===== src/rtl/tagchk_pkg.sv =====
package tagchk_pkg;

    localparam int TAG_W   = 4;
    localparam int GRAN_LG = 4;
    localparam int BYTE_LG = GRAN_LG + 1;

    typedef enum logic [1:0] {
        RES_PASS  = 2'd0,
        RES_FAIL  = 2'd1,
        RES_UNCHK = 2'd2
    } res_e;

    typedef enum logic [1:0] {
        K_CHECK      = 2'd0,
        K_SKIP_UNCHK = 2'd1,
        K_SKIP_PASS  = 2'd2
    } kind_e;

    typedef enum logic [1:0] {
        S_IDLE  = 2'd0,
        S_ISSUE = 2'd1,
        S_CHECK = 2'd2
    } state_e;

    function automatic logic [2*TAG_W-1:0] rep_tag(input logic [TAG_W-1:0] t);
        return {t, t};
    endfunction

endpackage


===== src/rtl/tagchk_seq.sv =====
module tagchk_seq
    import tagchk_pkg::*;
#(
    parameter int ADDR_W = 64,
    parameter int IDX_W  = ADDR_W - BYTE_LG,
    parameter int CNT_W  = 6
) (
    input  logic              clk,
    input  logic              rst,
    input  logic              start,
    input  logic [ADDR_W-1:0] addr,
    input  kind_e             kind,
    input  logic [TAG_W-1:0]  exp_tag,
    input  logic [IDX_W-1:0]  first_idx,
    input  logic              start_odd,
    input  logic [CNT_W-1:0]  gran_cnt,
    input  logic [CNT_W-1:0]  n_out,
    input  logic              mismatch,
    input  logic              finished,
    output logic [TAG_W-1:0]  exp_q,
    output logic              odd_q,
    output logic [CNT_W-1:0]  n_q,
    output logic [CNT_W-1:0]  cnt_q,
    output logic              rd_en,
    output logic [IDX_W-1:0]  rd_idx,
    output logic              busy,
    output logic              done,
    output res_e              result,
    output logic [ADDR_W-1:0] fault_addr
);
    state_e            state;
    logic [ADDR_W-1:0] addr_q;
    logic [IDX_W-1:0]  idx_q;
    logic              done_q;
    res_e              res_q;
    logic [ADDR_W-1:0] fault_q;
    logic [ADDR_W-1:0] base_q;

    assign base_q     = {addr_q[ADDR_W-1:GRAN_LG], GRAN_LG'(0)};
    assign rd_en      = (state == S_ISSUE);
    assign rd_idx     = idx_q;
    assign busy       = (state != S_IDLE);
    assign done       = done_q;
    assign result     = res_q;
    assign fault_addr = fault_q;

    always_ff @(posedge clk) begin
        if (rst) begin
            state   <= S_IDLE;
            addr_q  <= '0;
            idx_q   <= '0;
            exp_q   <= '0;
            odd_q   <= 1'b0;
            n_q     <= '0;
            cnt_q   <= '0;
            done_q  <= 1'b0;
            res_q   <= RES_PASS;
            fault_q <= '0;
        end else begin
            done_q <= 1'b0;
            case (state)
                S_IDLE: begin
                    if (start) begin
                        case (kind)
                            K_SKIP_UNCHK: begin
                                done_q  <= 1'b1;
                                res_q   <= RES_UNCHK;
                                fault_q <= '0;
                            end
                            K_SKIP_PASS: begin
                                done_q  <= 1'b1;
                                res_q   <= RES_PASS;
                                fault_q <= '0;
                            end
                            default: begin
                                addr_q <= addr;
                                idx_q  <= first_idx;
                                exp_q  <= exp_tag;
                                odd_q  <= start_odd;
                                cnt_q  <= gran_cnt;
                                n_q    <= '0;
                                state  <= S_ISSUE;
                            end
                        endcase
                    end
                end
                S_ISSUE: state <= S_CHECK;
                S_CHECK: begin
                    if (mismatch) begin
                        done_q  <= 1'b1;
                        res_q   <= RES_FAIL;
                        fault_q <= (n_out == '0) ? addr_q
                                 : base_q + (ADDR_W'(n_out) << GRAN_LG);
                        state   <= S_IDLE;
                    end else if (finished) begin
                        done_q  <= 1'b1;
                        res_q   <= RES_PASS;
                        fault_q <= '0;
                        state   <= S_IDLE;
                    end else begin
                        n_q   <= n_out;
                        idx_q <= idx_q + IDX_W'(1);
                        odd_q <= 1'b0;
                        state <= S_ISSUE;
                    end
                end
                default: state <= S_IDLE;
            endcase
        end
    end


    skip_unchk_chk: assert property (@(posedge clk) disable iff (rst)
        (state == S_IDLE && start && kind == K_SKIP_UNCHK)
        |=> (done && result == RES_UNCHK && !rd_en));


    skip_pass_chk: assert property (@(posedge clk) disable iff (rst)
        (state == S_IDLE && start && kind == K_SKIP_PASS)
        |=> (done && result == RES_PASS && !rd_en));


    stop_on_miss_chk: assert property (@(posedge clk) disable iff (rst)
        (state == S_CHECK && mismatch) |=> (done && result == RES_FAIL && !rd_en));


    no_done_after_issue_chk: assert property (@(posedge clk) disable iff (rst)
        rd_en |=> !done);


    fault_aligned_chk: assert property (@(posedge clk) disable iff (rst)
        (state == S_CHECK && mismatch && n_out != '0) |=> (fault_addr[GRAN_LG-1:0] == '0));


    busy_hold_chk: assert property (@(posedge clk) disable iff (rst)
        (busy && start) |=> $stable(addr_q));
endmodule


===== config.mk =====
export PLATFORM = sky130hd
export DESIGN_NAME = tagchk_seq
export DESIGN_NICKNAME = d
export VERILOG_FILES = /design/src/rtl/tagchk_pkg.sv /design/src/rtl/tagchk_seq.sv
export SDC_FILE = /design/constraint.sdc
export NUM_CORES = 1
export LEC_CHECK = 0
export CAP_MARGIN = 20
export CORE_MARGIN = 1
export CORE_UTILIZATION = 40
export DETAILED_ROUTE_END_ITERATION = 7
export HOLD_SLACK_MARGIN = 0.08
export PLACE_DENSITY_LB_ADDON = 0.05
export SLEW_MARGIN = 20
export SYNTH_ARGS = -nofsm -noshare
export SYNTH_HDL_FRONTEND = slang
export SYNTH_SLANG_ARGS = --single-unit

===== constraint.sdc =====
create_clock -name clk -period 7.7 [get_ports clk]
set_input_delay 1.54 -clock clk [delete_from_list [all_inputs] [get_ports clk]]
set_output_delay 1.54 -clock clk [all_outputs]
set_load 0.005 [all_outputs]

==> out/results.ini <==
[status]
status = finished, final reports clean

[timing]
rsz0062_at_grt = false
max_freq_ghz = 0.233
fin_ws_ps = 3410
finalSetupViolCount = 0
hold_viol = 0
tightest_slew_ps = 1130
maxSlewHeadroom = 0.242
fin_setup_tns_ps = 0
finalMaxSlewViolations = 0
finalCriticalPeriod_ps = 4290
finalClockSkew_ps = 7.20
post-route-period-util = 0.557
hold_ws_ps = 452

[clocking]
post-cts-setup-buffers = 0
cts_sinks = 209
clockBufferDepth = 3
clk_pin_slew_ps = 60
cts_buffers = 24
htreeDepth = 1
ctsHoldBuffers = 0
insertion_delay_ps = 510
ctsResizeCount = 0
root_buffer = clkbuf_16
cts_tree = yes

[drt]
viasPerCell = 5.49
routed-wl-met2_microns = 15800
drcViolationCount = 0
antenna_left = 0
finalWirelength_microns = 34900
highest_layer = met5
routed-wl-met3_microns = 2790
dr.pass1.iters = 5
wl_met1_microns = 15400
drt-wirelength-per-cell_microns = 17.7
vias = 10858
first_iter_violations = 724

[floorplan]
dieHeight_microns = 163
row_count = 58
ios = 292
die_area_sq_mm = 0.0267
dieWidth_microns = 163
core_area_sq_mm = 0.0253
start_util = 0.411

[worst_hold_path]
whs_path_depth = 2
min_path_type = flop to flop
min_to = fault_addr[15]
hold_start = fault_addr[15]

[worst_setup_path]
reg2reg_from = state[1]
r2r-end = rd_idx[24]
r2r_cells = 5
r2r_slack_ps = 4640
worstPathMaxFanout = 78
worstPathArrival_ps = 4680
required_ps = 8100
critPathKind = input pin to flop
start_kind = input pin
cp-end-kind = flop

[synth]
synth_top_area_frac = 0.402
syn_area_per_cell_sq_um = 7.47
ys_types = 73
synth_nets = 1552
syn-cell-area_sq_mm = 0.0104
async_flop_share = 0
ys_dominant_reg_cell = dfxtp_1
synthCells = 1395
ys_top_cells_by_count = 316 x nand2_1, 209 x dfxtp_1, 128 x a21oi_1
ys_ff_latch = 209
synthTopCellsByArea = dfxtp_1 40%, nand2_1 11%, a21oi_1 6.2%, o21ai_0 4.2%, nand3_1 4.1%
synth_most_common_cell = nand2_1
seq_area_frac_synth = 0.402
synth_edf_count = 0
synth_warnings = 0
yosysTopAreaCell = dfxtp_1

[pwr]
peakVddDrop_uv = 150
power_density_mw_per_mm2 = 193
switching_share = 0.260
finalPower_uw = 2760
internal_power_uw = 2040
power_frac_seq = 0.435
clkPwrFrac = 0.429
switchingPower_uw = 718
combPwrFrac = 0.136
p_leak_uw = 0.00470

[global_routing]
track_usage = 0.257
grt_max_degree = 90
grt_overflow = 0
grt_pass1_wl_microns = 54900
grt_pass1_vias = 10176
grt_antenna_before_repair = 3

[cells_and_area]
fin_nets = 1785
drive_above_1_share = 0.0486
nFillCells = 2478
multi_input_area_sq_mm = 0.00583
fin_util = 0.565
regArea_sq_mm = 0.00418
area_delta_synth_final_pct = 37.5

[flow_run]
drv_cap = 0

[placed_design]
gp_congestion = 0.881
hpwl_microns = 24300
dp_slack_ps = 2880
io_buffers = 291

-- logic make-up after synthesis --
family / Yosys count / share of synthesized area
and+or+nand+nor: 672 / 0.305
AOI/OAI and AO/OA: 324 / 0.184
DFF: 209 / 0.402
buffers and inverters: 117 / 0.0431
xor gates and xnor gates: 57 / 0.0479
adders and majority gates: 10 / 0.0127
muxes: 6 / 0.00601
-- cell usage in the layout (no fill, tap or decap), types with 8 or more instances in the layout --
cell / n
a211oi_1: 8
a21oi_1: 128
a22oi_1: 15
a31oi_1: 20
and2_1: 9
and3_1: 19
and4_1: 9
buf_4: 9
clkbuf_16: 25
clkdlybuf4s50_1: 290
clkinv_2: 8
dfxtp_1: 209
ha_1: 9
inv_1: 25
nand2_1: 315
nand3_1: 84
nand4_1: 34
nor2_1: 82
nor3_1: 38
nor4_1: 27
o211ai_1: 11
o21ai_0: 88
or3_1: 16
or4_1: 8
xnor2_1: 43
xor2_1: 14
-- power groups by stage --
stage | Clock [uW] | Sequential, uW | Combinational [uW]
floorplan | 0 | 1210 | 184
global placement | 0 | 1220 | 372
detailed placement | 0 | 1220 | 374
CTS | 1210 | 1200 | 377
global route | 1250 | 1210 | 410
finish | 1180 | 1200 | 374
-- registers in the layout (all words and copies together) (netlist names) --
register,cells
exp_q,4
n_q,6
rd_idx,59
state,2
fault_addr,64
addr_q,64
result,2
done,1
odd_q,1
cnt_q,6
-- cell type report --
| cell class | instances | area share |
|---|---|---|
| diodes | 1 | 0.000175 |
| clock buffers | 30 | 0.0471 |
| clock inverters | 13 | 0.0101 |
| inverters | 25 | 0.00655 |
| multi-input cells | 1069 | 0.407 |
| flip-flops and latches | 209 | 0.292 |
| well taps | 330 | 0.0288 |
| repair buffers | 299 | 0.207 |
-- critical path: stages --
cell,delay [ps]
clkdlybuf4s50_1,640
nor3b_1,490
o21ba_2,740
nand2_4,730
o221ai_1,440
nor2_1,60
-- worst max-delay path by stage --
stage                  start             end  slack, ps
floorplan           n_out[0]  fault_addr[62]       4190
global placement    mismatch      rd_idx[24]       2930
detailed placement  mismatch      rd_idx[24]       2880
CTS                 mismatch      rd_idx[24]       3410
global route        mismatch      rd_idx[26]       3150
finish              mismatch      rd_idx[24]       3410
-- metrics by stage --
step / cell area [sq um] / std cells
finish: 14300 / 1976
CTS: 14300 / 1975
detailed placement: 13500 / 1932
global placement: 13500 / 1932
floorplan: 10400 / 1395
global route: 14300 / 1976
-- metal layers --
metal | vias to the layer above | global-route usage
met2 | 349 | 0.408
met1 | 5048 | 0.343
li1 | 5405 | -
met4 | 2 | 0.0790
met5 | - | 0
met3 | 54 | 0.0594
(Power assumes the default switching activity.)
